$ cat src/rtl/trig_decide.sv
module trig_decide #(
  parameter int N_OBJ  = 16,
  parameter int N_ITEM = 12,
  parameter int N_TERM = 4,
  parameter int PS_W   = 10,
  parameter int DT_W   = 8,
  localparam int IW    = $clog2(N_ITEM),
  localparam int SW    = $clog2(2*N_TERM+2),
  localparam int DW0   = (N_OBJ > 2+PS_W) ? N_OBJ : 2+PS_W,
  localparam int DW    = (DW0 > 2*DT_W) ? DW0 : 2*DT_W
) (
  input  logic              clk_i,
  input  logic              rst_i,
  input  logic              bx_i,
  input  logic [N_OBJ-1:0]  obj_i,
  input  logic              veto_i,
  input  logic              cfg_we_i,
  input  logic [IW-1:0]     cfg_item_i,
  input  logic [SW-1:0]     cfg_sel_i,
  input  logic [DW-1:0]     cfg_data_i,
  output logic              l1a_o,
  output logic [N_ITEM-1:0] item_o,
  output logic              prio_o
);
  localparam int SEL_CTL = 2*N_TERM;
  localparam int SEL_DT  = 2*N_TERM+1;

  logic [N_OBJ-1:0]  set_m [N_ITEM][N_TERM];
  logic [N_OBJ-1:0]  clr_m [N_ITEM][N_TERM];
  logic [PS_W-1:0]   ps_q  [N_ITEM];
  logic [PS_W-1:0]   cnt_q [N_ITEM];
  logic [N_ITEM-1:0] en_q, pri_q, raw, pass;
  logic [DT_W-1:0]   win_lo, win_hi, dead_q;
  logic              acc, hp;

  always_comb begin
    for (int i = 0; i < N_ITEM; i++) begin
      raw[i] = 1'b0;
      for (int t = 0; t < N_TERM; t++)
        raw[i] = raw[i] | ((|(set_m[i][t] | clr_m[i][t])) &
                           (&(obj_i | ~set_m[i][t])) &
                           ~(|(obj_i & clr_m[i][t])));
      pass[i] = en_q[i] & raw[i] &
                ((ps_q[i] <= PS_W'(1)) || (cnt_q[i] == ps_q[i] - PS_W'(1)));
    end
  end

  assign hp  = |(pass & pri_q);
  assign acc = bx_i & (|pass) & ~veto_i & (dead_q == '0);

  always_ff @(posedge clk_i) begin
    if (rst_i) begin
      for (int i = 0; i < N_ITEM; i++) begin
        for (int t = 0; t < N_TERM; t++) begin
          set_m[i][t] <= '0;
          clr_m[i][t] <= '0;
        end
        ps_q[i]  <= '0;
        cnt_q[i] <= '0;
      end
      en_q   <= '0;
      pri_q  <= '0;
      win_lo <= '0;
      win_hi <= '0;
    end else begin
      for (int i = 0; i < N_ITEM; i++) begin
        if (cfg_we_i && cfg_item_i == IW'(i)) begin
          for (int t = 0; t < N_TERM; t++) begin
            if (cfg_sel_i == SW'(t))        set_m[i][t] <= cfg_data_i[N_OBJ-1:0];
            if (cfg_sel_i == SW'(N_TERM+t)) clr_m[i][t] <= cfg_data_i[N_OBJ-1:0];
          end
        end
        if (cfg_we_i && cfg_item_i == IW'(i) && cfg_sel_i == SW'(SEL_CTL)) begin
          en_q[i]  <= cfg_data_i[0];
          pri_q[i] <= cfg_data_i[1];
          ps_q[i]  <= cfg_data_i[2 +: PS_W];
          cnt_q[i] <= '0;
        end else if (bx_i && en_q[i] && raw[i]) begin
          cnt_q[i] <= pass[i] ? '0 : cnt_q[i] + PS_W'(1);
        end
      end
      if (cfg_we_i && cfg_sel_i == SW'(SEL_DT)) begin
        win_lo <= cfg_data_i[DT_W-1:0];
        win_hi <= cfg_data_i[DT_W +: DT_W];
      end
    end
  end

  always_ff @(posedge clk_i) begin
    if (rst_i) begin
      dead_q <= '0;
      l1a_o  <= 1'b0;
      item_o <= '0;
      prio_o <= 1'b0;
    end else begin
      l1a_o <= acc;
      if (acc) begin
        item_o <= pass;
        prio_o <= hp;
        dead_q <= hp ? win_hi : win_lo;
      end else if (bx_i && dead_q != '0) begin
        dead_q <= dead_q - DT_W'(1);
      end
    end
  end

  assert_strobe_R6: assert property (@(posedge clk_i) disable iff (rst_i)
    l1a_o |-> $past(bx_i));
  assert_veto_R6: assert property (@(posedge clk_i) disable iff (rst_i)
    l1a_o |-> !$past(veto_i));
  assert_dead_R7: assert property (@(posedge clk_i) disable iff (rst_i)
    (bx_i && dead_q != '0) |=> !l1a_o);
  assert_hold_R8: assert property (@(posedge clk_i) disable iff (rst_i)
    !l1a_o |-> ($stable(item_o) && $stable(prio_o)));
  assert_nonempty_R8: assert property (@(posedge clk_i) disable iff (rst_i)
    l1a_o |-> (item_o != '0));
  assert_idle_R9: assert property (@(posedge clk_i) disable iff (rst_i)
    !bx_i |=> (!l1a_o && $stable(dead_q)));
endmodule

$ cat config.mk
export PLATFORM = sky130hd
export DESIGN_NAME = trig_decide
export DESIGN_NICKNAME = d
export VERILOG_FILES = /design/src/rtl/trig_decide.sv
export SDC_FILE = /design/constraint.sdc
export NUM_CORES = 2
export LEC_CHECK = 0
export ABC_AREA = 1
export BUFFER_PORTS_ARGS = -buffer_cell sky130_fd_sc_hd__buf_2
export CORE_MARGIN = 2
export CORE_UTILIZATION = 50
export DETAILED_ROUTE_END_ITERATION = 8
export PLACE_DENSITY = 0.73
export SYNTH_ARGS = -nofsm -noshare
export SYNTH_HDL_FRONTEND = slang
export SYNTH_SLANG_ARGS = --single-unit
$ cat constraint.sdc
create_clock -name clk_i -period 5.3 [get_ports clk_i]
set_clock_uncertainty 0.1 [all_clocks]
set_input_delay 1.06 -clock clk_i [delete_from_list [all_inputs] [get_ports clk_i]]
set_output_delay 1.06 -clock clk_i [all_outputs]
set_load 0.1 [all_outputs]
==> impl_metrics.toml <==
[critical_path]
cpMaxStageDelayCell = "o21ai_2"
critPathMaxFanout = 19
worstReg2RegStart = "ps_q[1][0]$_SDFFCE_PN0P_"
r2r_slack_ps = 1720
reg2reg_to = "dead_q[2]$_SDFFE_PP0P_"
cp_top_family = "simple AND/OR/NAND/NOR gates"
critPathCaptureType = "register"
rr_worst_depth = 18
max_stage_delay_ps = 460
cp.buffers_inverters = 5
cp-start-kind = "primary input"
arrival_ps = 4940
path_cells = "buf_4 -> inv_4 -> buf_4 -> nand2_1 -> nand2_1 -> nor2_1 -> nand2_1 -> nor2_1 -> nand3_1 -> nand2_1 -> inv_2 -> nand3_1 -> nand3_1 -> nand2_1 -> nor2_1 -> nand2_2 -> o21ai_2 -> nand2_1 -> nand3_1 -> nand2_1 -> inv_1"
required_ps = 6000
critical_path_class = "in2reg"
crit_top_cell = "nand2_1"

[cts]
cts.sinks = 1838
cts.htree.levels = 4
clkTransAtPathRegs_ps = 60
cts_buffers = 191
cts_resized = 0
postCtsSetupRepairBufs = 0
cts_tree = "built"
cts_buffer_depth = 3
clockRootBuffer = "clkbuf_16"
clock_latency_ps = 880
cts_hold_buf = 0

[power_and_ir_drop]
p_seq_frac = 0.503
switching_share = 0.257
peakVddDrop_mv = 0.377
p_sw_w = 0.00881
clkPwrFrac = 0.406
p_comb_frac = 0.091
power_density_nw_per_um2 = 331
p_int_w = 0.0254
power_leakage_nw = 41.7

[logic_synthesis]
ys_ff_latch = 1838
syn_area_per_cell_um2 = 8.30
async_flop_share = 0
synth_edf_count = 1776
ys.flop_type = "edfxtp_1"
yosysTopAreaCellShare = 0.568
synth_cells = 11300
ys_top_cells_by_count = "nor2_1 (3654), nand2_1 (3439), edfxtp_1 (1776)"
synth.cell_area_um2 = 93900
seq_area_frac_synth = 0.581
yosysTopAreaCell = "edfxtp_1"
synth.area.top_cells = "edfxtp_1 (57%), nor2_1 (15%), nand2_1 (14%)"
synthDistinctLibCells = 57
yosys_warnings = 0
synth.most_common_cell = "nor2_1"
synth_nets = 11400

[detailed_routing]
post-route-drc-count = 0
topRoutingLayerUsed = "met5"
wire_per_inst_um = 23.5
avgViaCountPerCell = 5.78
wl_met2_um = 146000
wl_met3_um = 39000
drt_first_pass_iters = 9
routed_wl_um = 326000
dr.first_iter.drc_count = 10500
met1_length_um = 121000
dr_total_vias = 80300
ant_nets = 0

[die]
placementRows = 159
die_h_um = 437
die_area_um2 = 191000
core_area_um2 = 187000
start_util = 0.502
dieWidth_um = 437
io_pins = 59

[hold_path]
hp-class = "in2reg"
hold_path_end = "win_hi[1]$_SDFFE_PP0P_"
min_from = "cfg_data_i[9]"
holdPathStages = 3

[sta]
rsz0062_at_grt = "no"
worst_pin_slew_ps = 1130
finalSetupViolCount = 0
period_share = 0.799
fmax_mhz = 236
layout_min_cycle_time_ps = 4230
drv_slew = 0
hold_violations = 0
relSlewSlack = 0.243
final.setup.tns_ps = 0

[grt]
gr-usage-all-layers = 0.334
grt_antenna_before_repair = 3
grt_max_degree = 107
grt_pass1_wl_um = 476000
first_global_vias = 75600
globalRouteOverflowTotal = 0

[placement]
portBuffers = 58
dp_cells = 13500
gp_congestion = 0.970
post-dp-hpwl_um = 205000

[final_layout]
fin_nets = 11300
synthToLayoutAreaGrowth_pct = 9.95
drive_above_1_share = 0.0516
fin_util = 0.551
final_cells = 13900

[flow_run]
drv_cap = 0

[status]
outcome = "complete, no violations"
final cells by class:
type                       count  area [um^2]
sequential                  1838        54600
clock buffer                 239         5050
multi-input combinational   8360        34600
fill                       16700        84000
clock inverter               117         1300
inverter                     618         2440
timing repair buffer         216         2090
tap                         2495         3120
antenna                        5         12.5
kinds of logic after synthesis:
| kind of cell | after synthesis | synth area share |
|---|---|---|
| compound gates | 330 | 0.0192 |
| flops | 1838 | 0.581 |
| buf+inv | 1111 | 0.0499 |
| xor+xnor | 151 | 0.0144 |
| simple gates | 7842 | 0.330 |
| fa+ha+maj | 37 | 0.00493 |
how the worst max path moves through the flow:
stage	from	cells past startpoint	slack, ps	to
2_1_floorplan	obj_i[8]	13	2020	cnt_q[0][10]$_SDFFCE_PP0P_
3_3_place_gp	obj_i[3]	21	480	dead_q[1]$_SDFFE_PP0P_
3_5_place_dp	obj_i[3]	21	440	dead_q[2]$_SDFFE_PP0P_
4_1_cts	obj_i[3]	21	1320	dead_q[2]$_SDFFE_PP0P_
5_1_grt	obj_i[11]	21	1100	dead_q[7]$_SDFFE_PP0P_
6_report	obj_i[3]	21	1070	dead_q[2]$_SDFFE_PP0P_
tightest hold or removal path: stages:
cell and delay (ps):
buf_2 100, inv_1 60, a21oi_1 60
metrics by stage:
stage | hold slack, ps | worst slack (ps) | power (W) | area [um^2]
after floorplan | 351 | 2020 | 0.0192 | 93900
after global placement | 371 | 483 | 0.0204 | 96900
after detailed placement | 389 | 436 | 0.0205 | 96900
after CTS | 340 | 1320 | 0.0341 | 103000
after global routing | 381 | 1100 | 0.0350 | 103000
final | 379 | 1070 | 0.0342 | 103000
cell usage in the layout, fill, tap and decap left out, types with 6 or more instances in the layout:
| cell type | Yosys | final |
|---|---|---|
| or2_2 | 15 | 15 |
| nand2_1 | 3439 | 3439 |
| buf_4 | 45 | 128 |
| clkinvlp_4 | 0 | 8 |
| nand3b_1 | 24 | 24 |
| inv_4 | 5 | 15 |
| clkbuf_1 | 307 | 43 |
| and2_1 | 29 | 29 |
| clkinv_2 | 0 | 34 |
| nand3_1 | 311 | 311 |
| dfxtp_1 | 62 | 62 |
| nor2_1 | 3654 | 3654 |
| clkbuf_16 | 0 | 195 |
| inv_1 | 560 | 557 |
| edfxtp_1 | 1776 | 1776 |
| o22ai_1 | 12 | 12 |
| buf_12 | 0 | 46 |
| inv_6 | 0 | 28 |
| o21ai_1 | 32 | 33 |
| ha_1 | 37 | 37 |
| a21oi_1 | 59 | 59 |
| nor3_1 | 50 | 49 |
| xor2_1 | 102 | 102 |
| nand2_2 | 6 | 6 |
| nor2_2 | 11 | 11 |
| buf_2 | 101 | 42 |
| o21ai_0 | 189 | 188 |
| bufinv_16 | 0 | 24 |
| nor2_4 | 8 | 8 |
| o2111ai_1 | 11 | 11 |
| nand4_1 | 251 | 251 |
| xnor2_1 | 47 | 47 |
| nor3b_1 | 24 | 24 |
| clkinv_1 | 22 | 55 |
registers in the layout, summed over array words and instances (netlist names):
register and count:
cnt_q 120, dead_q 8, ps_q 120, en_q 12
clr_m 768, prio_o 1, win_hi 8, l1a_o 1
set_m 768, win_lo 8, item_o 12, pri_q 12
power by group through the flow:
| stage | combinational, W | sequential (W) | clock (W) |
|---|---|---|---|
| 2_1_floorplan | 0.00191 | 0.0172 | 0 |
| 3_3_place_gp | 0.00298 | 0.0175 | 0 |
| 3_5_place_dp | 0.00301 | 0.0175 | 0 |
| 4_1_cts | 0.00302 | 0.0172 | 0.0139 |
| 5_1_grt | 0.00333 | 0.0173 | 0.0144 |
| 6_report | 0.00311 | 0.0172 | 0.0139 |
routing by layer:
metal,GRT usage,up-vias
met5,0,-
met4,0.178,2
met3,0.0648,1122
met2,0.527,5075
met1,0.437,37900
li1,-,36200
Note: power is estimated with default switching activity, not from simulation.
